File: src/rtl/sc_framer_pkg.sv
package sc_framer_pkg;

  localparam int CHAR_W = 8;

  typedef logic [CHAR_W-1:0] char_t;

  typedef enum logic [2:0] {
    RX_IDLE,
    RX_START,
    RX_DATA,
    RX_PAR,
    RX_STOP
  } rx_state_e;

  // Element i of the result is the i-th data bit placed on the line.
  function automatic char_t to_line_order(char_t d, logic inv);
    char_t r;
    for (int i = 0; i < CHAR_W; i++) begin
      r[i] = inv ? ~d[CHAR_W-1-i] : d[i];
    end
    return r;
  endfunction

  // The mapping is its own inverse, so the receiver reuses it.
  function automatic char_t from_line_order(char_t line, logic inv);
    return to_line_order(line, inv);
  endfunction

  // Even sense for direct, odd sense for inverse.
  function automatic logic parity_for(char_t line, logic inv);
    return (^line) ^ inv;
  endfunction

  function automatic logic parity_bad(char_t line, logic p, logic inv);
    return ((^line) ^ p) != inv;
  endfunction

endpackage

File: src/rtl/sc_tx.sv
module sc_tx
  import sc_framer_pkg::*;
#(
  parameter int DIV_W      = 12,
  parameter int GUARD_BITS = 2
) (
  input  logic             clk,
  input  logic             rst_n,
  input  logic             inv,
  input  logic [DIV_W-1:0] bit_div,
  input  char_t            data,
  input  logic             valid,
  output logic             ready,
  output logic             txd,
  output logic             start_o,
  output logic             busy_o
);

  localparam int FRAME_W = CHAR_W + 2 + GUARD_BITS;
  localparam int IDX_W   = $clog2(FRAME_W);

  logic [FRAME_W-1:0] frm_q;
  logic [DIV_W-1:0]   cnt_q;
  logic [IDX_W-1:0]   idx_q;
  logic               busy_q;

  char_t line_w;
  logic  par_w;
  logic  bit_end_w;
  logic  last_w;

  always_comb begin
    line_w    = to_line_order(data, inv);
    par_w     = parity_for(line_w, inv);
    start_o   = valid && !busy_q;
    bit_end_w = busy_q && (cnt_q == bit_div - 1'b1);
    last_w    = (idx_q == IDX_W'(FRAME_W-1));
  end

  always_ff @(posedge clk or negedge rst_n) begin
    if (!rst_n) begin
      busy_q <= 1'b0;
      frm_q  <= '1;
      cnt_q  <= '0;
      idx_q  <= '0;
    end else if (start_o) begin
      busy_q <= 1'b1;
      frm_q  <= {{GUARD_BITS{1'b1}}, par_w, line_w, 1'b0};
      cnt_q  <= '0;
      idx_q  <= '0;
    end else if (busy_q) begin
      if (bit_end_w) begin
        cnt_q <= '0;
        frm_q <= {1'b1, frm_q[FRAME_W-1:1]};
        if (last_w) begin
          busy_q <= 1'b0;
        end else begin
          idx_q <= idx_q + 1'b1;
        end
      end else begin
        cnt_q <= cnt_q + 1'b1;
      end
    end
  end

  assign ready  = !busy_q;
  assign txd    = busy_q ? frm_q[0] : 1'b1;
  assign busy_o = busy_q;

endmodule

File: src/rtl/sc_rx.sv
module sc_rx
  import sc_framer_pkg::*;
#(
  parameter int DIV_W = 12
) (
  input  logic             clk,
  input  logic             rst_n,
  input  logic             inv,
  input  logic [DIV_W-1:0] bit_div,
  input  logic             rxd,
  output logic             done_o,
  output char_t            data_o,
  output logic             perr_o,
  output logic             idle_o
);

  localparam int IDX_W = $clog2(CHAR_W);

  logic [1:0]       sync_q;
  logic             rx_s;
  rx_state_e        st_q;
  logic [DIV_W-1:0] cnt_q;
  logic [IDX_W-1:0] idx_q;
  char_t            line_q;
  logic             done_q;
  char_t            data_q;
  logic             perr_q;

  logic [DIV_W-1:0] half_w;
  logic             bit_end_w;
  logic             half_hit_w;

  always_comb begin
    rx_s       = sync_q[1];
    half_w     = bit_div >> 1;
    bit_end_w  = (cnt_q == bit_div - 1'b1);
    half_hit_w = (cnt_q == half_w);
  end

  always_ff @(posedge clk or negedge rst_n) begin
    if (!rst_n) begin
      sync_q <= 2'b11;
    end else begin
      sync_q <= {sync_q[0], rxd};
    end
  end

  always_ff @(posedge clk or negedge rst_n) begin
    if (!rst_n) begin
      st_q   <= RX_IDLE;
      cnt_q  <= '0;
      idx_q  <= '0;
      line_q <= '0;
      done_q <= 1'b0;
      data_q <= '0;
      perr_q <= 1'b0;
    end else begin
      done_q <= 1'b0;
      case (st_q)
        RX_IDLE: begin
          cnt_q <= '0;
          if (!rx_s) begin
            st_q <= RX_START;
          end
        end
        RX_START: begin
          if (half_hit_w) begin
            cnt_q <= '0;
            idx_q <= '0;
            st_q  <= rx_s ? RX_IDLE : RX_DATA;
          end else begin
            cnt_q <= cnt_q + 1'b1;
          end
        end
        RX_DATA: begin
          if (bit_end_w) begin
            cnt_q         <= '0;
            line_q[idx_q] <= rx_s;
            if (idx_q == IDX_W'(CHAR_W-1)) begin
              st_q <= RX_PAR;
            end else begin
              idx_q <= idx_q + 1'b1;
            end
          end else begin
            cnt_q <= cnt_q + 1'b1;
          end
        end
        RX_PAR: begin
          if (bit_end_w) begin
            cnt_q  <= '0;
            done_q <= 1'b1;
            data_q <= from_line_order(line_q, inv);
            perr_q <= parity_bad(line_q, rx_s, inv);
            st_q   <= RX_STOP;
          end else begin
            cnt_q <= cnt_q + 1'b1;
          end
        end
        RX_STOP: begin
          if (bit_end_w) begin
            cnt_q <= '0;
            st_q  <= RX_IDLE;
          end else begin
            cnt_q <= cnt_q + 1'b1;
          end
        end
        default: begin
          st_q  <= RX_IDLE;
          cnt_q <= '0;
        end
      endcase
    end
  end

  assign done_o = done_q;
  assign data_o = data_q;
  assign perr_o = perr_q;
  assign idle_o = (st_q == RX_IDLE);

endmodule

File: src/rtl/sc_rx_hold.sv
module sc_rx_hold
  import sc_framer_pkg::*;
(
  input  logic  clk,
  input  logic  rst_n,
  input  logic  done,
  input  char_t data_in,
  input  logic  perr_in,
  input  logic  ack,
  output char_t data_o,
  output logic  valid_o,
  output logic  perr_o,
  output logic  ovr_o
);

  logic lost_w;

  always_comb begin
    lost_w = done && valid_o && !ack;
  end

  always_ff @(posedge clk or negedge rst_n) begin
    if (!rst_n) begin
      data_o  <= '0;
      valid_o <= 1'b0;
      perr_o  <= 1'b0;
      ovr_o   <= 1'b0;
    end else if (done) begin
      data_o  <= data_in;
      perr_o  <= perr_in;
      valid_o <= 1'b1;
      ovr_o   <= lost_w ? 1'b1 : (ack ? 1'b0 : ovr_o);
    end else if (ack) begin
      valid_o <= 1'b0;
      ovr_o   <= 1'b0;
    end
  end

endmodule

File: src/rtl/sc_char_framer.sv
module sc_char_framer
  import sc_framer_pkg::*;
#(
  parameter int DIV_W      = 12,
  parameter int GUARD_BITS = 2
) (
  input  logic             clk,
  input  logic             rst_n,
  input  logic             inv_conv,
  input  logic [DIV_W-1:0] bit_div,
  input  logic [7:0]       tx_data,
  input  logic             tx_valid,
  output logic             tx_ready,
  output logic             txd,
  input  logic             rxd,
  output logic [7:0]       rx_data,
  output logic             rx_valid,
  input  logic             rx_ack,
  output logic             rx_parity_err,
  output logic             rx_overrun
);

  // Named internal events, observed by the bound checker.
  logic  tx_start;
  logic  tx_busy;
  logic  rx_done;
  logic  rx_idle;
  char_t rx_raw_data;
  logic  rx_raw_perr;

  sc_tx #(
    .DIV_W     (DIV_W),
    .GUARD_BITS(GUARD_BITS)
  ) u_tx (
    .clk    (clk),
    .rst_n  (rst_n),
    .inv    (inv_conv),
    .bit_div(bit_div),
    .data   (tx_data),
    .valid  (tx_valid),
    .ready  (tx_ready),
    .txd    (txd),
    .start_o(tx_start),
    .busy_o (tx_busy)
  );

  sc_rx #(
    .DIV_W(DIV_W)
  ) u_rx (
    .clk    (clk),
    .rst_n  (rst_n),
    .inv    (inv_conv),
    .bit_div(bit_div),
    .rxd    (rxd),
    .done_o (rx_done),
    .data_o (rx_raw_data),
    .perr_o (rx_raw_perr),
    .idle_o (rx_idle)
  );

  sc_rx_hold u_hold (
    .clk    (clk),
    .rst_n  (rst_n),
    .done   (rx_done),
    .data_in(rx_raw_data),
    .perr_in(rx_raw_perr),
    .ack    (rx_ack),
    .data_o (rx_data),
    .valid_o(rx_valid),
    .perr_o (rx_parity_err),
    .ovr_o  (rx_overrun)
  );

endmodule

File: config.mk
export PLATFORM = sky130hd
export DESIGN_NAME = sc_char_framer
export DESIGN_NICKNAME = d
export VERILOG_FILES = /design/src/rtl/sc_framer_pkg.sv /design/src/rtl/sc_tx.sv /design/src/rtl/sc_rx.sv /design/src/rtl/sc_rx_hold.sv /design/src/rtl/sc_char_framer.sv
export SDC_FILE = /design/constraint.sdc
export NUM_CORES = 1
export LEC_CHECK = 0
export BUFFER_PORTS_ARGS = -buffer_cell sky130_fd_sc_hd__buf_2
export CORE_MARGIN = 4
export CORE_UTILIZATION = 45
export CTS_CLUSTER_SIZE = 20
export DETAILED_ROUTE_END_ITERATION = 10
export PLACE_DENSITY = 0.62
export SLEW_MARGIN = 20
export SYNTH_ARGS = -nofsm -noshare
export SYNTH_HDL_FRONTEND = slang
export SYNTH_HIERARCHICAL = 1
export SYNTH_SLANG_ARGS = --single-unit
File: constraint.sdc
create_clock -name clk -period 3.7 [get_ports clk]
set_input_delay 0.185 -clock clk [delete_from_list [all_inputs] [get_ports clk]]
set_output_delay 0.185 -clock clk [all_outputs]
set_load 0.05 [all_outputs]
# --- Yosys cells after proc, flatten, opt, wreduce, memory -nomap -nowiden ---
# Index checks and enable logic that the tools add are counted.
word_totals:
  ff_bits: 78
  input_bits: 26
classes:
  n_addsub: 5
  n_lt_le_gt_ge: 2
  n_eq_ne: 18
  n_mux: 56
  bitwise: 18
  reduce_logical: 21
op_table:
  columns: ["op", "n"]
  rows:
  - ["$mux W12", 8]
  - ["$mux W1", 29]
  - ["$mux W3", 9]
  - ["$add A12 B1 Y12 const B", 2]
  - ["$eq A12 B12 Y1", 2]
  - ["$pmux W12 S2", 1]
  - ["$mux W4", 4]
  - ["$not A1 Y1", 16]
  - ["$reduce_xor A8 Y1", 2]
  - ["$pmux W3 S5", 1]
  - ["$eq A12 B11 Y1", 1]
  - ["$sub A12 B1 Y12 const B", 1]
  - ["$ne A2 B1 Y1 const B", 5]
  - ["$bwmux W8", 1]
  - ["$reduce_bool A2 Y1", 4]
  - ["$eq A3 B2 Y1 const B", 2]
  - ["$eq A3 B3 Y1 const B", 2]
  - ["$ne A2 B2 Y1 const B", 3]
  - ["$pmux W3 S2", 1]
  - ["$reduce_and A2 Y1", 3]
  - ["$reduce_and A6 Y1", 1]
  - ["$logic_and A1 B1 Y1", 5]
  - ["$add A4 B1 Y4 const B", 1]
  - ["$eq A4 B4 Y1 const B", 1]
  - ["other kinds (13)", 15]

# --- Logic depth before layout (Yosys ltp) ---
logic_depth:
  depth_word: 6
  ltp_mapped: 9
  mapped_depth_nobuf: 8

# --- Modules after synthesis ---
# The synthesis kept the hierarchy.
by_module_without_submodules:
  columns: ["mod", "instances", "cells_each", "area_per_inst_um2", "seq_area_each_um2"]
  rows:
  - ["sc_rx", 1, 269, 2557.5, 953.4]
  - ["sc_tx", 1, 230, 1991.9, 688.2]
  - ["sc_rx_hold", 1, 25, 439.2, 275.3]

# --- Worst setup path before layout ---
# Ideal clock, no wire load.
synth_path:
  path_type: "input-to-reg"
  start: "in bit_div[0]"
  end: "reg u_tx.frm_q[5]"
  setup_ps: 83
  t_arrival_ps: 2385
  required_ps: 3617
  slack_ps: 1232
  path_stages: 9
  n_path_buf: 1
  cell_sequence: "inv_1 ha_1 or4b_1 nor4_1 xnor2_1 nand4_1 or3_1 buf_2 a221o_1"
synth_via:
  elab_chain_len: 5
synth_lines:
  columns: ["item", "line", "text"]
  rows:
  - ["start: declaration", "sc_char_framer.sv:10", "input logic [DIV_W-1:0] bit_div,"]
  - ["$sub A12 B1 Y12", "sc_tx.sv:36", "bit_end_w = busy_q && (cnt_q == bit_div - 1'b1);"]
  - ["$eq A12 B12 Y1", "sc_tx.sv:36", null]
  - ["$logic_and A1 B1 Y1", "sc_tx.sv:36", null]
  - ["$reduce_bool A2 Y1 (no source line)", null, null]
  - ["$reduce_and A2 Y1 (no source line)", null, null]
  - ["end signal: assignment", "sc_tx.sv:48", "frm_q <= {{GUARD_BITS{1'b1}}, par_w, line_w, 1'b0};"]
  - ["end signal: assignment", "sc_tx.sv:54", "frm_q <= {1'b1, frm_q[FRAME_W-1:1]};"]
  - ["end: declaration", "sc_tx.sv:22", "logic [FRAME_W-1:0] frm_q;"]
# No other way between the ends.
# A chain may end at the register's enable or synchronous reset.

# --- Final worst setup path ---
layout_path:
  start: "reg u_rx.cnt_q[10]"
  end: "reg u_rx.data_q[7] (netlist: u_rx/data_o[7])"
layout_via:
  elab_chain_len: 2
layout_lines:
  columns: ["item", "line", "text"]
  rows:
  - ["start: declaration", "sc_rx.sv:22", "logic [DIV_W-1:0] cnt_q;"]
  - ["start signal: assignment", "sc_rx.sv:72", "cnt_q <= cnt_q + 1'b1;"]
  - ["start signal: assignment", "sc_rx.sv:85", "cnt_q <= cnt_q + 1'b1;"]
  - ["start signal: assignment", "sc_rx.sv:96", "cnt_q <= cnt_q + 1'b1;"]
  - ["$eq A12 B12 Y1", "sc_rx.sv:36", "bit_end_w = (cnt_q == bit_div - 1'b1);"]
  - ["$reduce_and A2 Y1 (no source line)", null, null]
  - ["end signal: assignment", "sc_rx.sv:92", "data_q <= from_line_order(line_q, inv);"]
  - ["end: declaration", "sc_rx.sv:26", "char_t data_q;"]
# No other way between the ends.

==> metrics.txt <==
Area Growth Syn to Fin 9.741%; Final Instance Area 5469 sq um; worst min path class primary input to async pin; CTS sink cnt 76; r2r setup slk 0.94 ns; H-tree lvl count 3; worst path cell trace xor2_1, or4_1, a21oi_1, nor2_1, nor4_4, mux2_2; CTS buffer count 9; die height 113.2 um; row count 38; Initial Utilization 0.4597; Worst EP arrival 3.00 ns; Die ar. 12820 sq um; # Max-Cap Violations 0; largest net degree at the start of global routing 77; n_diodes 0; total power draw 2.345 mW; residual DRC count 0; final setup vio count 0; FF-to-FF path depth 6; Remaining Overflow, GRT 0; Top delay family on crit path simple AND/OR/NAND/NOR gates; detailed-router iteration count before antenna repair 5; Final ANT Viol Nets 0; RSZ-0062 raised after global routing false; post-synthesis average cell area 9.529 sq um; Final min period 2.758 ns; worst hold margin -0.04362 ns; Die Span X 113.2 um; Cells after Synth 523; Root Driver clkbuf_8; Post-Syn Area 4984 sq um; worst slew pin tran 0.9346 ns; via count 3931; layout cell share with drive strength beyond 1 0.2004; largest fanout on the critical path 10; global-route wire length before repair 18970 um; Total GRT Usage 0.1807; number of setup buffers added after CTS 0; Leak 2.359 nW; critical path class flip-flop to flip-flop; Worst VDD drop 0.2334 mV; crit path launch u_rx/cnt_q[10]; pwr/cell area 428.8 nW/um^2; Fin Setup TNS 0 ns; Slew HR 0.3769; Worst path slowest cell nor4_4; most common cell after layout, fill and taps aside dfrtp_1; fin nets 582; vias in the first global route 3977; Critical Path End Type flip-flop; Ys Warns 6; final period utilization 0.7454; fillers 1020; Placed Cells 676; outcome finished, violations left; vias per inst 5.664; Post-Syn Nets 556; TritonCTS clock tree built; Buf+Inv Stages, Crit Path 0; Worst-Skew Late Latency 0.35 ns; wire length per cell 16.18 um; routability cong. 0.8796; Layout Skew 0.01023 ns; reg2reg start u_rx/cnt_q[10]; Req. time, crit path 3.94 ns; Area after DPL 5236 sq um; core region area 10840 sq um; failing checks hold timing; CTS Buffer Depth 2; hpwl dp 7780 um; startpoint class of the critical path flip-flop; Fin. Hold Viols 47; Worst path max stage delay 0.65 ns; FF-to-FF End u_rx/data_o[7]; initial DRC count 172; num ports 39; final wirelength 11230 um; Clk pin slew, worst setup/hold paths 0.09 ns; FMAX 362.6 MHz; commonest non-fill, non-tap cells in the layout dfrtp_1, nand2_1, xnor2_1; PortBufs 38; initial antenna violation count 0; Slew Viols, Final 0; non-filler instance count after layout 694
==> through the flow <==
stage	setup WS [ns]	util
2_1_floorplan	1.232	-
3_3_place_gp	0.8800	0.4830
3_5_place_dp	0.7430	0.4830
4_1_cts	0.9328	0.5038
5_1_grt	0.8314	0.5045
6_report	0.9419	0.5045
==> how the worst max path moves through the flow <==
stage,cells after the start,to
5_1_grt,6,u_rx/data_o[4]
3_3_place_gp,9,u_tx/frm_q[5]
4_1_cts,6,u_rx/data_o[2]
3_5_place_dp,10,u_tx/frm_q[5]
6_report,6,u_rx/data_o[7]
2_1_floorplan,9,u_tx/frm_q[5]
==> what timing repair did <==
action                    4_1_cts  5_1_grt
resized for setup               0        0
hold buffers                    2        0
hold endpoints to repair        2        0
==> power breakdown <==
group | internal (mW) | total (mW) | switching (mW)
logic | 0.268 | 0.586 | 0.319
clock network | 0.321 | 0.658 | 0.337
registers | 0.936 | 1.10 | 0.165
==> registers in the layout, indices dropped and copies added (netlist names) <==
name / flops
u_rx/data_o: 8
u_tx/cnt_q: 12
u_rx/st_q: 3
u_hold/perr_o: 1
u_hold/data_o: 8
u_rx/sync_q: 2
u_tx/frm_q: 10
u_rx/cnt_q: 12
u_rx/done_o: 1
u_tx/idx_q: 4
u_rx/idx_q: 3
u_tx/busy_o: 1
u_hold/valid_o: 1
u_rx/perr_o: 1
u_hold/ovr_o: 1
u_rx/line_q: 8
==> worst register-to-register path, delay by kind of cell, from the launching register on <==
family	cells	cell delay, ns
AND/OR/NAND/NOR	3	1.30
multiplexers	1	0.41
AO/OA/AOI/OAI	1	0.24
flip-flops	1	0.45
XOR/XNOR	1	0.24
==> final cells by class <==
type	instances	area [sq um]	area share
clock buffer	9	123.9	0.02265
clock inverter	7	81.33	0.01487
inverter	20	75.07	0.01373
multi-input combinational	400	2869	0.5246
sequential	76	1917	0.3505
tap	140	175.2	0.03203
timing repair buffer	42	227.7	0.04164
==> metal layers <==
layer / vias up / global-route usage / wire (um)
met5: - / 0 / 0
met3: 22 / 0.03422 / 318
met4: 0 / 0.08013 / 242
met1: 1894 / 0.2337 / 5160
li1: 1940 / - / -
met2: 75 / 0.2950 / 5504
No activity file was read; power rests on OpenSTA's default activity.
